## config.mk

```make
export PLATFORM = sky130hd
export DESIGN_NAME = sram_lane_ctrl
export DESIGN_NICKNAME = d
export VERILOG_FILES = /design/src/rtl/sram_lane_pkg.sv /design/src/rtl/sram_lane_merge.sv /design/src/rtl/sram_lane_ctrl.sv
export SDC_FILE = /design/constraint.sdc
export NUM_CORES = 1
export LEC_CHECK = 0
export ABC_AREA = 0
export BUFFER_PORTS_ARGS = -buffer_cell sky130_fd_sc_hd__buf_4
export CAP_MARGIN = 5
export CORE_ASPECT_RATIO = 1.4
export CORE_MARGIN = 4
export CORE_UTILIZATION = 25
export DETAILED_ROUTE_END_ITERATION = 10
export SETUP_SLACK_MARGIN = 0.4
export SYNTH_ARGS = -nofsm -noshare
export SYNTH_HDL_FRONTEND = slang
export SYNTH_SLANG_ARGS = --single-unit
export TNS_END_PERCENT = 5
```

## constraint.sdc

```tcl
create_clock -name clk -period 2.8 [get_ports clk]
set_input_delay 0.14 -clock clk [delete_from_list [all_inputs] [get_ports clk]]
set_output_delay 0.14 -clock clk [all_outputs]
set_load 0.05 [all_outputs]
```

## src/rtl/sram_lane_pkg.sv

```systemverilog
package sram_lane_pkg;

    localparam int DATA_W = 16;
    localparam int LANES  = DATA_W / 8;

    typedef enum logic [2:0] {
        ST_IDLE,
        ST_SETUP_ADDR,
        ST_READ_WAIT,
        ST_READ_CAPTURE,
        ST_WRITE_ACTIVE,
        ST_WRITE_RELEASE,
        ST_TURNAROUND
    } sram_state_e;

    function automatic int ceil_div(input int num, input int den);
        return (num + den - 1) / den;
    endfunction

    function automatic int imax(input int a, input int b);
        return (a > b) ? a : b;
    endfunction

endpackage

```

## src/rtl/sram_lane_merge.sv

```systemverilog
module sram_lane_merge #(
    parameter int LANES = 2
) (
    input  logic [LANES*8-1:0] bus_i,
    input  logic [LANES-1:0]   sel_i,
    output logic [LANES*8-1:0] word_o
);
    for (genvar g = 0; g < LANES; g++) begin : g_lane
        assign word_o[g*8 +: 8] = sel_i[g] ? bus_i[g*8 +: 8] : 8'h00;
    end
endmodule

```

## src/rtl/sram_lane_ctrl.sv

```systemverilog
module sram_lane_ctrl
    import sram_lane_pkg::*;
#(
    parameter int AW         = 18,
    parameter int CLK_NS     = 10,
    parameter bit FAST_GRADE = 1'b1
) (
    input  logic              clk,
    input  logic              rst_n,
    input  logic              req_valid,
    output logic              req_ready,
    input  logic              req_write,
    input  logic [AW-1:0]     req_addr,
    input  logic [DATA_W-1:0] req_wdata,
    input  logic [LANES-1:0]  req_mask,
    output logic              rsp_done,
    output logic [DATA_W-1:0] rsp_rdata,
    output logic [AW-1:0]     mem_addr,
    output logic              mem_ce_n,
    output logic              mem_oe_n,
    output logic              mem_we_n,
    output logic              mem_ub_n,
    output logic              mem_lb_n,
    output logic [DATA_W-1:0] mem_dq_out,
    input  logic [DATA_W-1:0] mem_dq_in,
    output logic              mem_dq_oe
);
    // Timing in ns for the chosen speed grade
    localparam int T_CYCLE   = FAST_GRADE ? 55 : 70;
    localparam int T_OE_ACC  = FAST_GRADE ? 25 : 35;
    localparam int T_REL_CTL = 25;
    localparam int T_REL_BE  = FAST_GRADE ? 10 : 25;

    // Wait lengths in clocks
    localparam int RD_N  = imax(1, ceil_div(imax(T_CYCLE, T_OE_ACC), CLK_NS));
    localparam int WR_N  = imax(1, ceil_div(T_CYCLE, CLK_NS));
    localparam int TA_N  = imax(1, ceil_div(imax(T_REL_CTL, T_REL_BE), CLK_NS));
    localparam int CNT_W = $clog2(imax(imax(RD_N, WR_N), TA_N) + 1);

    typedef struct packed {
        sram_state_e         st;
        logic [CNT_W-1:0]    cnt;
        logic                is_wr;
        logic [LANES-1:0]    mask;
        logic [AW-1:0]       addr;
        logic [DATA_W-1:0]   wdata;
        logic [DATA_W-1:0]   rdata;
        logic                done;
        logic                ce_n;
        logic                oe_n;
        logic                we_n;
        logic [LANES-1:0]    be_n;
        logic                dq_oe;
    } ctrl_s;

    ctrl_s r_q, r_d;
    logic [DATA_W-1:0] lane_word;

    sram_lane_merge #(.LANES(LANES)) u_merge (
        .bus_i  (mem_dq_in),
        .sel_i  (r_q.mask),
        .word_o (lane_word)
    );

    always_comb begin
        r_d      = r_q;
        r_d.done = 1'b0;
        unique case (r_q.st)
            ST_IDLE: begin
                if (req_valid) begin
                    if (req_write && (req_mask == '0)) begin
                        r_d.done = 1'b1;
                    end else begin
                        r_d.st    = ST_SETUP_ADDR;
                        r_d.is_wr = req_write;
                        r_d.mask  = req_mask;
                        r_d.addr  = req_addr;
                        r_d.wdata = req_wdata;
                        r_d.dq_oe = req_write;
                    end
                end
            end
            ST_SETUP_ADDR: begin
                r_d.ce_n = 1'b0;
                r_d.be_n = ~r_q.mask;
                if (r_q.is_wr) begin
                    r_d.st   = ST_WRITE_ACTIVE;
                    r_d.cnt  = CNT_W'(WR_N - 1);
                    r_d.we_n = 1'b0;
                end else begin
                    r_d.st   = ST_READ_WAIT;
                    r_d.cnt  = CNT_W'(RD_N - 1);
                    r_d.oe_n = 1'b0;
                end
            end
            ST_READ_WAIT: begin
                if (r_q.cnt == '0) r_d.st  = ST_READ_CAPTURE;
                else               r_d.cnt = r_q.cnt - 1'b1;
            end
            ST_READ_CAPTURE: begin
                r_d.rdata = lane_word;
                r_d.st    = ST_TURNAROUND;
                r_d.cnt   = CNT_W'(TA_N - 1);
                r_d.ce_n  = 1'b1;
                r_d.oe_n  = 1'b1;
                r_d.be_n  = '1;
            end
            ST_TURNAROUND: begin
                if (r_q.cnt == '0) begin
                    r_d.st   = ST_IDLE;
                    r_d.done = 1'b1;
                end else begin
                    r_d.cnt = r_q.cnt - 1'b1;
                end
            end
            ST_WRITE_ACTIVE: begin
                if (r_q.cnt == '0) begin
                    r_d.st   = ST_WRITE_RELEASE;
                    r_d.we_n = 1'b1;
                end else begin
                    r_d.cnt = r_q.cnt - 1'b1;
                end
            end
            ST_WRITE_RELEASE: begin
                r_d.st    = ST_IDLE;
                r_d.done  = 1'b1;
                r_d.ce_n  = 1'b1;
                r_d.be_n  = '1;
                r_d.dq_oe = 1'b0;
            end
            default: r_d.st = ST_IDLE;
        endcase
    end

    always_ff @(posedge clk or negedge rst_n) begin
        if (!rst_n) begin
            r_q      <= '0;
            r_q.ce_n <= 1'b1;
            r_q.oe_n <= 1'b1;
            r_q.we_n <= 1'b1;
            r_q.be_n <= '1;
        end else begin
            r_q <= r_d;
        end
    end

    assign req_ready  = (r_q.st == ST_IDLE);
    assign rsp_done   = r_q.done;
    assign rsp_rdata  = r_q.rdata;
    assign mem_addr   = r_q.addr;
    assign mem_ce_n   = r_q.ce_n;
    assign mem_oe_n   = r_q.oe_n;
    assign mem_we_n   = r_q.we_n;
    assign mem_lb_n   = r_q.be_n[0];
    assign mem_ub_n   = r_q.be_n[LANES-1];
    assign mem_dq_out = r_q.wdata;
    assign mem_dq_oe  = r_q.dq_oe;

endmodule

```

==> run summary <==
FINISH
-----------------------------------------------------------------------------------
Fraction of layout cells with a size suffix above 1 ..................        0.493
Count of inserted antenna diode cells ................................            0
Area growth, synth to finish .........................................        28.0%
Post-Layout Inst Area ................................................   4050 sq um
Fill cell total of the finished layout ...............................         1254
Net count, final .....................................................          407
Count of placed standard cells in the final layout, fillers left out .          503

SYNTHESIS
-----------------------------------------------------------------------------------
Most frequent cells after synthesis .................................. sky130_fd_sc_hd__dfrtp_1 (61), sky130_fd_sc_hd__buf_4 (51), sky130_fd_sc_hd__nand2_1 (40)
Fraction of post-synthesis cell area in the top cell type by area ....        0.482
Post-synthesis instance area .........................................   3170 sq um
Number of enable-type register cells in the synthesized netlist ......            0
Most used standard cell by instance count after synthesis ............ sky130_fd_sc_hd__dfrtp_1
Number of distinct library cells after synthesis .....................           38
Synth Warn # .........................................................            0
Fraction of registers with async set or reset after synthesis ........         1.00
Number of synthesized register bits ..................................           66
Part of the Yosys area used for sequential elements ..................        0.524
Average size of a mapped cell ........................................   11.0 sq um
Ranking of synthesized cells by area ................................. sky130_fd_sc_hd__dfrtp_1 (48%), sky130_fd_sc_hd__buf_4 (12%), sky130_fd_sc_hd__mux2_2 (10%), sky130_fd_sc_hd__nand2_1 (4.7%), sky130_fd_sc_hd__dfstp_2 (4.2%)
Synth area leader .................................................... sky130_fd_sc_hd__dfrtp_1
Predominant post-synthesis flop cell ................................. sky130_fd_sc_hd__dfrtp_1
Number of instances in the synthesized netlist .......................          287
Post-Syn Nets ........................................................          345

STA
-----------------------------------------------------------------------------------
Final Hold Vio Count .................................................            0
Accumulated negative setup slack .....................................         0 ns
Max-slew violation count .............................................            0
Number of setup violations in the final report .......................            0
Share of the clock period used by the worst path after layout ........        0.706
Worst slew margin relative to its limit ..............................        0.399
Hold slack ...........................................................    0.0386 ns
Shortest clock period the worst path allows after layout .............      1.98 ns
Max Fclk .............................................................      506 MHz
Slew at the pin with the worst max-slew slack ........................     0.902 ns
Setup repair after global routing missed its margin ..................        false
Clock skew after layout ..............................................   0.00916 ns

SETUP PATH
-----------------------------------------------------------------------------------
Critical path fanouts, max ...........................................           26
List of cells traversed by the critical path ......................... nor3_4, nand3b_1, buf_4, mux2_2
WP data arrival ......................................................      2.19 ns
Reg-to-reg setup timing slack ........................................      0.82 ns
CP max stage delay ...................................................      0.83 ns
Crit. End Element ....................................................     register
Critical path startpoint category ....................................     register
FF-to-FF Start .......................................................      r_q[63]
Critical path class ..................................................      reg2reg
Critical-path cell with the highest stage delay ...................... sky130_fd_sc_hd__dfrtp_1
Endpoint of the lowest-slack register-to-register path ...............  mem_addr[3]
Reg2reg path depth ...................................................            4
Critical path data required time .....................................      3.01 ns

PWR
-----------------------------------------------------------------------------------
Sw Share .............................................................        0.465
Internal Power .......................................................      3070 uW
Clock power share ....................................................        0.180
Peak supply drop .....................................................       478 uV
Pwr Density .......................................................... 1420 nW/um^2
Power share of the sequential group ..................................        0.305
Combinational cell fraction of total power ...........................        0.515
Sum of internal, switching and leakage power .........................      5750 uW
Static leakage power .................................................   0.00194 uW
Net switching power of the design ....................................      2670 uW

FLOORPLANNING
-----------------------------------------------------------------------------------
Initial cell density of the core .....................................        0.256
Die X-Extent .........................................................  103 microns
CORE AREA ............................................................  12400 sq um
Total Die Area .......................................................  14600 sq um
Vertical die dimension ...............................................  141 microns
Standard-cell row count ..............................................           48
I/O pin total ........................................................          114

WORST HOLD PATH
-----------------------------------------------------------------------------------
HP Class .............................................................       in2reg
Hold path endpoint ................................................... mem_addr[11]
Hold-critical path depth .............................................            2
Hold path startpoint ................................................. req_addr[11]

GRT
-----------------------------------------------------------------------------------
Antenna violations before repair .....................................            0
Leftover overflow at the end of global routing .......................            0
Overall global routing resource usage ................................       0.0995
Vias in the first global route .......................................         2157
Pin count of the biggest net entering global routing .................           67
Global-route wire length before repair ............................... 11000 microns

PLACED DESIGN
-----------------------------------------------------------------------------------
Number of buffers inserted by port buffering .........................          113
HPWL after detailed placement ........................................ 5060 microns
GP Congestion ........................................................        0.755
Instance area after placement ........................................   3770 sq um
Number of cells in the design after placement ........................          487

DRT
-----------------------------------------------------------------------------------
WL per Instance ...................................................... 13.9 microns
Number of DRC markers after the initial detailed-route iteration .....           52
Total iterations of the first detailed-routing run ...................            4
Via density ..........................................................         4.30
Total met2 wirelength after detailed routing ......................... 3500 microns
Count of vias placed by the detailed router ..........................         2163
Final ANT Viol Nets ..................................................            0
Length of routed wiring on met1 ...................................... 2750 microns
Routed Wire Length ................................................... 7000 microns
Highest layer used for signal routing ................................         met4
DRC errors left ......................................................            0
Amount of wire on met3 after detailed routing ........................  630 microns

RUN
-----------------------------------------------------------------------------------
Number of max-cap violations .........................................            0

CLOCKING
-----------------------------------------------------------------------------------
CTS Root Cell ........................................................ sky130_fd_sc_hd__clkbuf_16
Count of cells resized by post-cts repair ............................            0
CTS clock-pin slew for the worst setup and hold paths ................      0.06 ns
Setup Fix Bufs, Post-CTS .............................................            0
Total number of clock tree sinks .....................................           66
Maximum level of the CTS H-tree ......................................            3
TritonCTS clock tree .................................................          yes
Clock latency on the worst-skew pair .................................      0.33 ns
Maximum buffer depth of the clock tree ...............................            2
TritonCTS buffer count ...............................................            9

STATUS
-----------------------------------------------------------------------------------
Result of the run .................................................... finished clean

-- placed cells by master (no fill, tap or decap), types with 2 or more instances in the layout --
cell                          n
sky130_fd_sc_hd__nor4_1       4
sky130_fd_sc_hd__mux2_4       8
sky130_fd_sc_hd__clkbuf_16    9
sky130_fd_sc_hd__dfrtp_1     61
sky130_fd_sc_hd__nor2_1       9
sky130_fd_sc_hd__o211ai_1     2
sky130_fd_sc_hd__nor3_1       2
sky130_fd_sc_hd__dfstp_2      5
sky130_fd_sc_hd__clkbuf_8     2
sky130_fd_sc_hd__and2_1       2
sky130_fd_sc_hd__nand2_1     40
sky130_fd_sc_hd__clkinv_2     3
sky130_fd_sc_hd__nor2b_1      2
sky130_fd_sc_hd__mux2_2      28
sky130_fd_sc_hd__o21ai_0     25
sky130_fd_sc_hd__a21oi_1      7
sky130_fd_sc_hd__inv_1        4
sky130_fd_sc_hd__nand3b_1     2
sky130_fd_sc_hd__buf_4      116
sky130_fd_sc_hd__o21ai_1      2
sky130_fd_sc_hd__ha_1         2
-- logic make-up after synthesis --
group | Yosys count | synth area share
and+or+nand+nor | 70 | 0.107
muxes | 37 | 0.141
adders and majority gates | 2 | 0.00790
buffers and inverters | 70 | 0.148
AOI/OAI and AO/OA | 42 | 0.0727
DFF | 66 | 0.524
-- how the worst max path moves through the flow --
stage / to / slack, ns / from
3_5_place_dp: rsp_rdata[10] / 0.81 / r_q[63]
3_3_place_gp: mem_addr[0] / 0.88 / r_q[63]
4_1_cts: rsp_rdata[10] / 0.79 / r_q[63]
2_1_floorplan: mem_addr[10] / 0.91 / r_q[63]
6_report: mem_addr[3] / 0.82 / r_q[63]
5_1_grt: rsp_rdata[15] / 0.58 / r_q[63]
-- power groups by stage --
| stage | Sequential (uW) | Clock (uW) | Combinational, uW |
|---|---|---|---|
| final | 1750 | 1040 | 2960 |
| after global placement | 1750 | 0 | 2960 |
| after detailed placement | 1770 | 0 | 3000 |
| after floorplan | 1750 | 0 | 2590 |
| after global routing | 1820 | 1120 | 3150 |
| after CTS | 1760 | 1080 | 3010 |
-- metal layers --
metal	GRT usage	up-vias
li1	-	1032
met1	0.120	1023
met2	0.158	98
met3	0.0391	10
met4	0.0389	0
met5	0	-
-- sequential cells by signal (all words and copies together), names as in the netlist --
signal and cells:
mem_dq_out 16, mem_oe_n 1, mem_addr 18, mem_we_n 1, r_q 9, rsp_rdata 16
rsp_done 1, mem_dq_oe 1, mem_lb_n 1, mem_ce_n 1, mem_ub_n 1
-- through the flow --
stage	util	setup WS, ns
2_1_floorplan	-	0.909
3_3_place_gp	0.305	0.882
3_5_place_dp	0.305	0.808
4_1_cts	0.327	0.793
5_1_grt	0.327	0.577
6_report	0.327	0.825
-- what timing repair did --
| item | CTS | global route |
|---|---|---|
| hold endpoints to repair | 61 | 0 |
| hold buffers | 1 | 0 |
| setup endpoints to repair | 0 | 0 |
-- final cells by class --
cell class / count / area (sq um) / share of cell area
inverter: 4 / 15.0 / 0.00371
multi-input combinational: 151 / 1040 / 0.256
timing repair buffer: 117 / 881 / 0.217
tap: 150 / 188 / 0.0463
sequential: 66 / 1660 / 0.409
clock buffer: 12 / 256 / 0.0633
clock inverter: 3 / 15.0 / 0.00371
-- worst max-delay path, delay by kind of cell (launching register included) --
kind / cells / cell delay (ns)
buf+inv: 1 / 0.37
flops: 1 / 0.83
mux: 1 / 0.38
simple gates: 2 / 0.25
No activity file was read; power rests on OpenSTA's default activity.
